<file path="src/rtl/eow_pkg.sv">
package eow_pkg;

    typedef enum logic {
        RD_IDLE = 1'b0,
        RD_OPEN = 1'b1
    } rd_state_e;

    typedef enum logic {
        TG_LOW  = 1'b0,
        TG_HIGH = 1'b1
    } tg_state_e;

endpackage

</file>
<file path="src/rtl/eow_read_fsm.sv">
module eow_read_fsm
    import eow_pkg::*;
(
    input  logic clk,
    input  logic rst_n,
    input  logic ce_n,
    input  logic oe_n,
    output logic bus_en,
    output logic rd_end
);

    rd_state_e state_q, state_d;

    always_ff @(posedge clk or negedge rst_n) begin
        if (!rst_n) state_q <= RD_IDLE;
        else        state_q <= state_d;
    end

    // next state: open when both strobes low, close when either returns high
    always_comb begin
        state_d = state_q;
        unique case (state_q)
            RD_IDLE: if (!ce_n && !oe_n) state_d = RD_OPEN;
            RD_OPEN: if (ce_n || oe_n)   state_d = RD_IDLE;
        endcase
    end

    always_comb begin
        bus_en = !ce_n && !oe_n;
        rd_end = 1'b0;
        unique case (state_q)
            RD_IDLE: rd_end = 1'b0;
            RD_OPEN: rd_end = ce_n || oe_n;
        endcase
    end

endmodule

</file>
<file path="src/rtl/eow_toggle_fsm.sv">
module eow_toggle_fsm
    import eow_pkg::*;
(
    input  logic clk,
    input  logic rst_n,
    input  logic busy,
    input  logic rd_end,
    output logic tgl
);

    tg_state_e state_q, state_d;

    always_ff @(posedge clk or negedge rst_n) begin
        if (!rst_n) state_q <= TG_LOW;
        else        state_q <= state_d;
    end

    // flip on a finished read while busy, hold otherwise
    always_comb begin
        state_d = state_q;
        unique case (state_q)
            TG_LOW:  if (busy && rd_end) state_d = TG_HIGH;
            TG_HIGH: if (busy && rd_end) state_d = TG_LOW;
        endcase
    end

    always_comb begin
        unique case (state_q)
            TG_LOW:  tgl = 1'b0;
            TG_HIGH: tgl = 1'b1;
        endcase
    end

endmodule

</file>
<file path="src/rtl/eow_data_mux.sv">
module eow_data_mux #(
    parameter int ADDR_W   = 13,
    parameter int DATA_W   = 8,
    parameter int POLL_BIT = 7,
    parameter int TGL_BIT  = 6
) (
    input  logic              busy,
    input  logic              bus_en,
    input  logic              tgl,
    input  logic [ADDR_W-1:0] rd_addr,
    input  logic [ADDR_W-1:0] last_addr,
    input  logic              last_poll,
    input  logic [DATA_W-1:0] arr_data,
    output logic [DATA_W-1:0] rd_data
);

    logic addr_hit;
    assign addr_hit = (rd_addr == last_addr);

    // status byte while busy: poll bit, toggle bit, everything else zero
    always_comb begin
        rd_data = '0;
        if (bus_en) begin
            if (!busy) begin
                rd_data = arr_data;
            end else begin
                rd_data[TGL_BIT] = tgl;
                if (addr_hit) rd_data[POLL_BIT] = ~last_poll;
            end
        end
    end

endmodule

</file>
<file path="src/rtl/eow_status_responder.sv">
module eow_status_responder #(
    parameter int ADDR_W   = 13,
    parameter int DATA_W   = 8,
    parameter int POLL_BIT = 7,
    parameter int TGL_BIT  = 6
) (
    input  logic              clk,
    input  logic              rst_n,
    input  logic              busy,
    input  logic              ce_n,
    input  logic              oe_n,
    input  logic [ADDR_W-1:0] rd_addr,
    input  logic [ADDR_W-1:0] last_addr,
    input  logic [DATA_W-1:0] last_data,
    input  logic [DATA_W-1:0] arr_data,
    output logic [DATA_W-1:0] rd_data,
    output logic              rd_oe
);

    logic bus_en;
    logic rd_end;
    logic tgl_q;
    logic last_unused;

    // only the polled bit of the written byte is needed
    assign last_unused = ^last_data;

    eow_read_fsm u_read (
        .clk    (clk),
        .rst_n  (rst_n),
        .ce_n   (ce_n),
        .oe_n   (oe_n),
        .bus_en (bus_en),
        .rd_end (rd_end)
    );

    eow_toggle_fsm u_toggle (
        .clk    (clk),
        .rst_n  (rst_n),
        .busy   (busy),
        .rd_end (rd_end),
        .tgl    (tgl_q)
    );

    eow_data_mux #(
        .ADDR_W   (ADDR_W),
        .DATA_W   (DATA_W),
        .POLL_BIT (POLL_BIT),
        .TGL_BIT  (TGL_BIT)
    ) u_mux (
        .busy      (busy),
        .bus_en    (bus_en),
        .tgl       (tgl_q),
        .rd_addr   (rd_addr),
        .last_addr (last_addr),
        .last_poll (last_data[POLL_BIT]),
        .arr_data  (arr_data),
        .rd_data   (rd_data)
    );

    assign rd_oe = bus_en;

endmodule

</file>
<file path="config.mk">
export PLATFORM = sky130hd
export DESIGN_NAME = eow_status_responder
export DESIGN_NICKNAME = d
export VERILOG_FILES = /design/src/rtl/eow_pkg.sv /design/src/rtl/eow_read_fsm.sv /design/src/rtl/eow_toggle_fsm.sv /design/src/rtl/eow_data_mux.sv /design/src/rtl/eow_status_responder.sv
export SDC_FILE = /design/constraint.sdc
export NUM_CORES = 1
export LEC_CHECK = 0
export BUFFER_PORTS_ARGS = -buffer_cell sky130_fd_sc_hd__buf_4
export CORE_AREA = 2 2 39 41
export CTS_CLUSTER_DIAMETER = 30
export CTS_CLUSTER_SIZE = 25
export DETAILED_ROUTE_END_ITERATION = 6
export DIE_AREA = 0 0 41 43
export GPL_ROUTABILITY_DRIVEN = 0
export PLACE_DENSITY = 0.72
export SYNTH_ARGS = -nofsm -noshare
export SYNTH_HDL_FRONTEND = slang
export SYNTH_HIERARCHICAL = 1
export SYNTH_SLANG_ARGS = --single-unit
</file>
<file path="constraint.sdc">
create_clock -name clk -period 0.8 [get_ports clk]
set_input_delay 0.08 -clock clk [delete_from_list [all_inputs] [get_ports clk]]
set_output_delay 0.08 -clock clk [all_outputs]
set_load 0.05 [all_outputs]
</file>
==> flow_summary.json, run 1 <==
{
  "nFillCells": 112,
  "power_w": 0.000913,
  "violations": "setup timing",
  "grt_pass1_wl_um": 1910,
  "arrival_ns": 1.05,
  "multiInputGateArea_um2": 322,
  "drv_cap": 0,
  "fmax_mhz": 884,
  "met1_length_um": 353,
  "grt_max_degree": 8,
  "grt_overflow": 0,
  "cts.sinks": 2,
  "antenna_left": 0,
  "synth_nets": 83,
  "die_x_um": 41,
  "portBuffers": 48,
  "synth_top_family_by_area": "XOR/XNOR gates",
  "mappedNetlistArea_um2": 308,
  "met2_length_um": 766,
  "tightest_slew_ns": 0.230,
  "clockBufferDepth": 2,
  "top_layer": "met3",
  "met3_length_um": 88,
  "hold_path_end": "u_read/state_q",
  "synth_edf_count": 0,
  "worstHoldStart": "ce_n",
  "slew_violations": 0,
  "initial_core_util": 0.222,
  "yosysUniqueCellTypes": 12,
  "yosysMostFrequentCell": "xor2_1",
  "setup.worst_path.end_class": "output pin",
  "cts-root-buf": "clkbuf_4",
  "tns_ns": -1.37,
  "drtIter0Drc": 3,
  "antenna_cells": 0,
  "antenna_found_initial": 0,
  "ys_ff_latch": 2,
  "crit_type": "in -> out",
  "start_kind": "primary input",
  "area_delta_synth_final_pct": 189,
  "cp_max_fo": 1,
  "synth-seq-area-share": 0.163,
  "powerDensity_mw_per_mm2": 1030,
  "syn_inst": 36,
  "r2r_slack_ns": -0.06,
  "period_minus_slack_ns": 1.13,
  "first_global_vias": 481,
  "wl_per_cell_um": 11.2,
  "viasPerCell": 4.23,
  "hp-class": "in -> reg",
  "setup_violations": 9,
  "synth_fa_ha_area_frac": 0,
  "skew_ns": 0.00262,
  "clock_latency_ns": 0.23,
  "rsz0062_at_grt": "yes",
  "wl_um": 1210,
  "ys.flop_type": "dfrtp_1",
  "hold_violations": 0,
  "yosysTopAreaCell": "xor2_1",
  "avgSynthCellArea_um2": 8.55,
  "cts-buffers-inserted": 3,
  "firstDrtPassIters": 4,
  "rows": 14,
  "synth-simple-area-share": 0.382,
  "htree_levels": 1,
  "cp_slowest_stage_delay_ns": 0.30,
  "synth.mux.area_fraction": 0.0325,
  "worstRegToRegCells": 3,
  "critical_path_buf_inv_count": 2,
  "crit_required_ns": 0.72,
  "cp_top_family": "simple AND/OR/NAND/NOR gates",
  "ys_top_cells_by_count": "xor2_1 (13), and2_1 (6), nand2_1 (4)",
  "post-route-period-util": 1.41,
  "ir_drop_mv": 0.658,
  "synth_warnings": 6,
  "synth_compound_area_frac": 0.0244,
  "core_area_mm2": 0.00138,
  "r2r-end": "u_toggle/state_q",
  "fin_ws_ns": -0.331,
  "slowest_stage": "nor4_2",
  "clk_pin_slew_ns": 0.03,
  "fp.dieH_um": 43,
  "io_pins": 56,
  "r2r-start": "u_toggle/state_q",
  "hold_depth": 3,
  "synth_top_area_frac": 0.370,
  "async_flop_share": 1.00,
  "grt_usage": 0.163,
  "nNetsFinal": 141,
  "drive_above_1_share": 0.772,
  "cts_tree": "built",
  "relSlewSlack": 0.843,
  "drc": 0,
  "p_leak_nw": 0.438,
  "die_area_mm2": 0.00176,
  "dr_total_vias": 457,
  "status": "finished, violations left",
  "synth_xor_area_frac": 0.398,
  "path_cells": "buf_6, xor2_2, nor4_2, nand4_1, nand2_4, buf_8",
  "synth_area_leaders": "xor2_1 (37%), dfrtp_1 (16%), and2_1 (12%)",
  "ff_latch_area_um2": 50.0
}
==> sequential cells by signal, indices dropped and copies added (netlist names) <==
register	cells
u_toggle/state_q	1
u_read/state_q	1
==> what timing repair did <==
item | in CTS | in global routing
setup endpoints to repair | 8 | 8
gates resized for setup | 20 | 3
pin swaps | 11 | 4
endpoints found under the hold margin | 2 | 0
setup buffers | 0 | 1
hold buffers | 1 | 0
==> layout make-up <==
cell class / instances / share of cell area
Sequential cell: 2 / 0.0563
Tap cell: 16 / 0.0225
Clock buffer: 3 / 0.0253
Timing Repair Buffer: 53 / 0.534
Multi-Input combinational cell: 34 / 0.361
==> report_power, final <==
part           total [W]  switching [W]  internal [W]  leakage (nW)
combinational   0.000536       0.000208      0.000328         0.400
clock           0.000226      0.0000605      0.000166        0.0138
sequential      0.000151      0.0000200      0.000131        0.0246
==> cell families (layout without fill, tap and decap cells) <==
family / Yosys count / after routing
compound gates: 1 / 1
xor+xnor: 14 / 14
buf+inv: 0 / 56
flops: 2 / 2
mux: 1 / 1
simple gates: 18 / 18
==> worst min-delay path: stages <==
cell and delay (ns):
buf_6 0.08, nor2_4 0.03, buf_4 0.12
==> how the worst max path moves through the flow <==
| stage | from | end | slack [ns] | cells after the start |
|---|---|---|---|---|
| finish | rd_addr[10] | rd_data[7] | -0.33 | 6 |
| detailed placement | last_addr[10] | rd_data[7] | -0.37 | 6 |
| floorplan | ce_n | rd_data[7] | -0.21 | 5 |
| global route | rd_addr[10] | rd_data[7] | -0.41 | 6 |
| CTS | rd_addr[9] | rd_data[7] | -0.35 | 6 |
| global placement | last_addr[10] | rd_data[7] | -0.36 | 6 |
==> cells in the final DEF (no fill, tap or decap), types with 2 or more instances in the layout <==
cell,n
buf_4,40
xor2_1,11
buf_8,8
and2_4,6
buf_6,4
clkbuf_4,3
nand2_1,3
nor4_2,3
nor2b_4,2
xor2_2,2
dfrtp_1,2
==> metrics by stage <==
step                hold slack [ns]  std cells  utilization  setup slack, ns  area [um2]
finish                        0.133        108        0.643           -0.331         890
global route                  0.129        108        0.643           -0.407         890
CTS                           0.125        107        0.627           -0.348         867
detailed placement           -0.135        103        0.546           -0.368         756
global placement             -0.136        103        0.546           -0.364         756
floorplan                    -0.216         36            -           -0.210         353
==> routing by layer <==
metal / GRT usage / vias up
met4: 0.100 / 0
li1: - / 229
met1: 0.145 / 205
met5: 0 / -
met2: 0.300 / 23
met3: 0.0314 / 0
No activity file was read; power rests on OpenSTA's default activity.
==> run 2: changes to the inputs <==
--- a/config.mk
+++ b/config.mk
@@ -12,6 +12,7 @@
 export DETAILED_ROUTE_END_ITERATION = 6
 export DIE_AREA = 0 0 41 43
 export GPL_ROUTABILITY_DRIVEN = 0
+export GPL_TIMING_DRIVEN = 1
 export PLACE_DENSITY = 0.72
 export SYNTH_ARGS = -nofsm -noshare
 export SYNTH_HDL_FRONTEND = slang
==> constraint.sdc (replaced) <==
create_clock -name clk -period 1.1 [get_ports clk]
set_input_delay 0.11 -clock clk [delete_from_list [all_inputs] [get_ports clk]]
set_output_delay 0.11 -clock clk [all_outputs]
set_load 0.05 [all_outputs]
==> run 2 against run 1 <==
Effect of this change:
- critical endpoint unchanged
- hold slack better by 0.054 ns
- the flow still finishes with violations (setup timing)
- register-to-register slack better by 0.30 ns
- largest cell class unchanged
- final cell count fell by 0.93%
- sequential share of layout area grew 0.57 points
- first-iteration DRC count decreased by 33%
- sequential cell count did not move
- design area shrank 9.1%
- power decreased by 31%
==> flow_summary.json, run 2 (synthesis gave the netlist of run 1 again) <==
{
  "hold_violations": 0,
  "clkPwrFrac": 0.263,
  "net-switching-power_w": 0.000198,
  "relSlewSlack": 0.856,
  "p_leak_nw": 0.416,
  "powerDensity_mw_per_mm2": 780,
  "crit_required_ns": 0.99,
  "reg.largest.list": "u_read/state_q (1), u_toggle/state_q (1)",
  "wl_um": 1050,
  "cts-buffers-inserted": 3,
  "antenna_cells": 0,
  "rows": 14,
  "initial_core_util": 0.222,
  "skew_ns": 0.00311,
  "crit_type": "in -> out",
  "dr_total_vias": 446,
  "die_x_um": 41,
  "drtIter0Drc": 2,
  "cts-root-buf": "clkbuf_4",
  "nFillCells": 133,
  "cts.sinks": 2,
  "hold_ws_ns": 0.186,
  "io_pins": 56,
  "drc": 0,
  "viasPerCell": 4.17,
  "firstDrtPassIters": 2,
  "setup.worst_path.end_class": "output pin",
  "ff_latch_area_um2": 50.0,
  "core_area_mm2": 0.00138,
  "most-common-layout-cells": "buf_4 (45), xor2_1 (12), buf_6 (5)",
  "status": "finished, violations left",
  "violations": "setup timing",
  "arrival_ns": 1.02,
  "fin_ws_ns": -0.0345,
  "slew_violations": 0,
  "grt_usage": 0.131,
  "drive_above_1_share": 0.747,
  "post-route-period-util": 1.03,
  "multiInputGateArea_um2": 297,
  "cts_tree": "built",
  "path_cells": "buf_4, xor2_1, nor4_2, nand4_1, nand2_2, buf_8",
  "p_sw_frac": 0.315,
  "period_minus_slack_ns": 1.13,
  "setup_violations": 1,
  "layout_commonest_cell": "buf_4",
  "power_frac_comb": 0.571,
  "area_delta_synth_final_pct": 163,
  "grt_overflow": 0,
  "rsz0062_at_grt": "yes",
  "hp-class": "in -> reg",
  "slowest_stage": "nor4_2",
  "clockBufferDepth": 2,
  "first_global_vias": 440,
  "clk_pin_slew_ns": 0.03,
  "cp_max_fo": 1,
  "start_kind": "primary input",
  "grt_pass1_wl_um": 1570,
  "drv_cap": 0,
  "ir_drop_mv": 0.340,
  "tightest_slew_ns": 0.214,
  "antenna_left": 0,
  "antenna_found_initial": 0,
  "cp_slowest_stage_delay_ns": 0.26,
  "nNetsFinal": 140,
  "fp.dieH_um": 43,
  "p_seq_frac": 0.166,
  "hpwlAfterDp_um": 854,
  "internal_power_w": 0.000432,
  "clock_latency_ns": 0.23,
  "htree_levels": 1,
  "grt_max_degree": 8,
  "wl_per_cell_um": 9.84,
  "post-route-cell-area_um2": 808,
  "portBuffers": 48,
  "fmax_mhz": 881,
  "place_area_um2": 727,
  "die_area_mm2": 0.00176
}
==> run 2: per-layer routing <==
layer  global-route usage  vias up  wire, um
met1                0.131      191       338
met2                0.222       24       622
met3               0.0366        0        92
li1                     -      231         -
met4               0.0800        0         0
met5                    0        -         0
==> run 2: path summary, 6_finish.rpt <==
check	start	endpoint	slack, ns	cells after the start
min in group asynchronous	rst_n	u_read/state_q	0.20	2
worst max-delay path	last_addr[9]	rd_data[7]	-0.03	6
worst min-delay path	ce_n	u_read/state_q	0.19	3
max in group asynchronous	rst_n	u_toggle/state_q	0.81	2
worst min register to register	u_read/state_q	u_toggle/state_q	0.62	3
worst max register to register	u_toggle/state_q	u_toggle/state_q	0.24	3
==> run 2: final cells by class <==
type	count	share of cell area
repair buffers	52	0.519
flip-flops and latches	2	0.0619
multi-input cells	34	0.367
well taps	16	0.0248
clock buffers	3	0.0279
==> run 2: stage by stage <==
step	setup TNS, ns	setup WS [ns]	power [W]	cells	utilization
floorplan	-0.00494	-0.00165	0.000242	36	-
global placement	-0.0827	-0.0827	0.000388	101	0.525
detailed placement	-0.103	-0.103	0.000393	101	0.525
CTS	-0.0436	-0.0436	0.000610	106	0.571
global route	-0.114	-0.0926	0.000672	107	0.584
finish	-0.0345	-0.0345	0.000630	107	0.584
==> run 2: power by group through the flow <==
stage                     combinational (W)  sequential, W  clock (W)
after floorplan                    0.000135       0.000107          0
after global placement             0.000278       0.000110          0
after detailed placement           0.000284       0.000109          0
after CTS                          0.000326       0.000105   0.000179
after global routing               0.000380       0.000106   0.000186
final                              0.000360       0.000105   0.000166
==> run 2: repair_timing <==
| action | 4_1_cts | 5_1_grt |
|---|---|---|
| hold endpoints to repair | 2 | 0 |
| gates resized for setup | 6 | 2 |
| hold buffers | 1 | 0 |
| buffers inserted | 1 | 1 |
| pin swaps | 5 | 5 |
| setup endpoints to repair | 2 | 2 |
==> run 2: critical path, delay by kind of cell <==
family | cells | cell delay [ns]
simple gates | 3 | 0.49
buf+inv | 2 | 0.25
xor+xnor | 1 | 0.16
==> run 3: changes to the inputs <==
--- a/config.mk
+++ b/config.mk
@@ -14,6 +14,7 @@
 export GPL_ROUTABILITY_DRIVEN = 0
 export GPL_TIMING_DRIVEN = 1
 export PLACE_DENSITY = 0.72
+export RECOVER_POWER = 50
 export SYNTH_ARGS = -nofsm -noshare
 export SYNTH_HDL_FRONTEND = slang
 export SYNTH_HIERARCHICAL = 1
==> run 3 against run 2 <==
Effect of this change:
- the run still ends with setup timing left
- via count down 0.45%
- final cell count unchanged
- highest routed layer unchanged
- die area unchanged
- sequential power hardly changed
- count of clock-buffer cells in the layout is the same
- sequential share of layout area grew 0.078 points
- clock skew hardly changed
- power down 1.0%
- hold slack got worse by 0.0050 ns
- wire length fell by 0.28%
- design area shrank 1.2%
- first-iteration DRC count unchanged
==> flow_summary.json, run 3 (synthesis gave the netlist of run 1 again) <==
{
  "fin_ws_ns": -0.0345,
  "p_sw_frac": 0.317,
  "setup_violations": 1,
  "most-common-layout-cells": "buf_4 (41), xor2_1 (12), buf_6 (5)",
  "period_minus_slack_ns": 1.13,
  "core_area_mm2": 0.00138,
  "rows": 14,
  "area_delta_synth_final_pct": 159,
  "internal_power_w": 0.000426,
  "portBuffers": 48,
  "cts.sinks": 2,
  "fmax_mhz": 881,
  "drc": 0,
  "cp_max_fo": 1,
  "drive_above_1_share": 0.725,
  "slew_violations": 0,
  "io_pins": 56,
  "antenna_found_initial": 0,
  "dp_cells": 101,
  "powerDensity_mw_per_mm2": 782,
  "p_seq_frac": 0.167,
  "status": "finished, violations left",
  "tightest_slew_ns": 0.275,
  "viasPerCell": 4.15,
  "drtIter0Drc": 2,
  "clock_latency_ns": 0.23,
  "nNetsFinal": 140,
  "dp_slack_ns": -0.103,
  "clkPwrFrac": 0.266,
  "crit_type": "in -> out",
  "reg.largest.list": "u_read/state_q (1), u_toggle/state_q (1)",
  "arrival_ns": 1.02,
  "fin_cells": 107,
  "firstDrtPassIters": 2,
  "initial_core_util": 0.222,
  "grt_overflow": 0,
  "dr_total_vias": 444,
  "hold_ws_ns": 0.181,
  "clk_pin_slew_ns": 0.03,
  "skew_ns": 0.00311,
  "start_kind": "primary input",
  "fp.dieH_um": 43,
  "die_area_mm2": 0.00176,
  "hpwlAfterDp_um": 854,
  "layout_commonest_cell": "buf_4",
  "relSlewSlack": 0.818,
  "grt_max_degree": 8,
  "grt_pass1_wl_um": 1570,
  "power_frac_comb": 0.567,
  "cts-root-buf": "clkbuf_4",
  "power_w": 0.000624,
  "violations": "setup timing",
  "hp-class": "in -> reg",
  "antenna_left": 0,
  "first_global_vias": 440,
  "grt_usage": 0.131,
  "die_x_um": 41,
  "p_leak_nw": 0.408,
  "rsz0062_at_grt": "yes",
  "cts-buffers-inserted": 3,
  "drv_cap": 0,
  "antenna_cells": 0,
  "wl_um": 1050,
  "post-route-period-util": 1.03,
  "clockBufferDepth": 2,
  "setup.worst_path.end_class": "output pin",
  "cts_tree": "built",
  "htree_levels": 1,
  "wl_per_cell_um": 9.81,
  "hold_violations": 0,
  "ir_drop_mv": 0.338,
  "net-switching-power_w": 0.000198,
  "crit_required_ns": 0.99
}
[run 3: final cells by class]
type / instances / area, um2
timing repair buffer: 52 / 409
fill: 136 / 586
sequential: 2 / 50.0
multi-input combinational: 34 / 297
tap: 16 / 20.0
clock buffer: 3 / 22.5
[run 3: critical path, cell delays in order]
cell	delay, ns
buf_4	0.11
xor2_1	0.16
nor4_2	0.26
nand4_1	0.13
nand2_2	0.10
buf_8	0.14
[run 3: power by group through the flow]
| stage | Sequential [W] | Combinational [W] | Clock (W) |
|---|---|---|---|
| after CTS | 0.000105 | 0.000326 | 0.000179 |
| after detailed placement | 0.000109 | 0.000284 | 0 |
| after global routing | 0.000106 | 0.000374 | 0.000186 |
| final | 0.000104 | 0.000354 | 0.000166 |
| after global placement | 0.000110 | 0.000278 | 0 |
| after floorplan | 0.000107 | 0.000135 | 0 |
[run 3: per-layer routing]
layer  wire (um)  vias up  global-route usage
met2         619       24               0.222
met5           0        -                   0
met1         339      190               0.131
li1            -      230                   -
met3          92        0              0.0366
met4           0        0              0.0800
[run 3: timing repair]
action	4_1_cts	5_1_grt
setup endpoints to repair	2	2
gates resized for setup	6	2
endpoints found under the hold margin	2	0
hold buffers	1	0
pin swaps	5	5
buffers inserted	1	1
[run 3: worst paths after layout]
| kind | startpoint | to | slack, ns | cells past startpoint |
|---|---|---|---|---|
| max | last_addr[9] | rd_data[7] | -0.03 | 6 |
| min | ce_n | u_read/state_q | 0.18 | 3 |
| max reg2reg | u_toggle/state_q | u_toggle/state_q | 0.24 | 3 |
| min reg2reg | u_read/state_q | u_toggle/state_q | 0.62 | 3 |
| max in group asynchronous | rst_n | u_toggle/state_q | 0.78 | 2 |
| min in group asynchronous | rst_n | u_read/state_q | 0.20 | 2 |
[run 3: through the flow]
| stage | TNS (ns) | instance area (um2) | util |
|---|---|---|---|
| after floorplan | -0.00494 | 339 | - |
| after global placement | -0.0827 | 727 | 0.525 |
| after detailed placement | -0.103 | 727 | 0.525 |
| after CTS | -0.0436 | 790 | 0.571 |
| after global routing | -0.112 | 798 | 0.577 |
| final | -0.0345 | 798 | 0.577 |
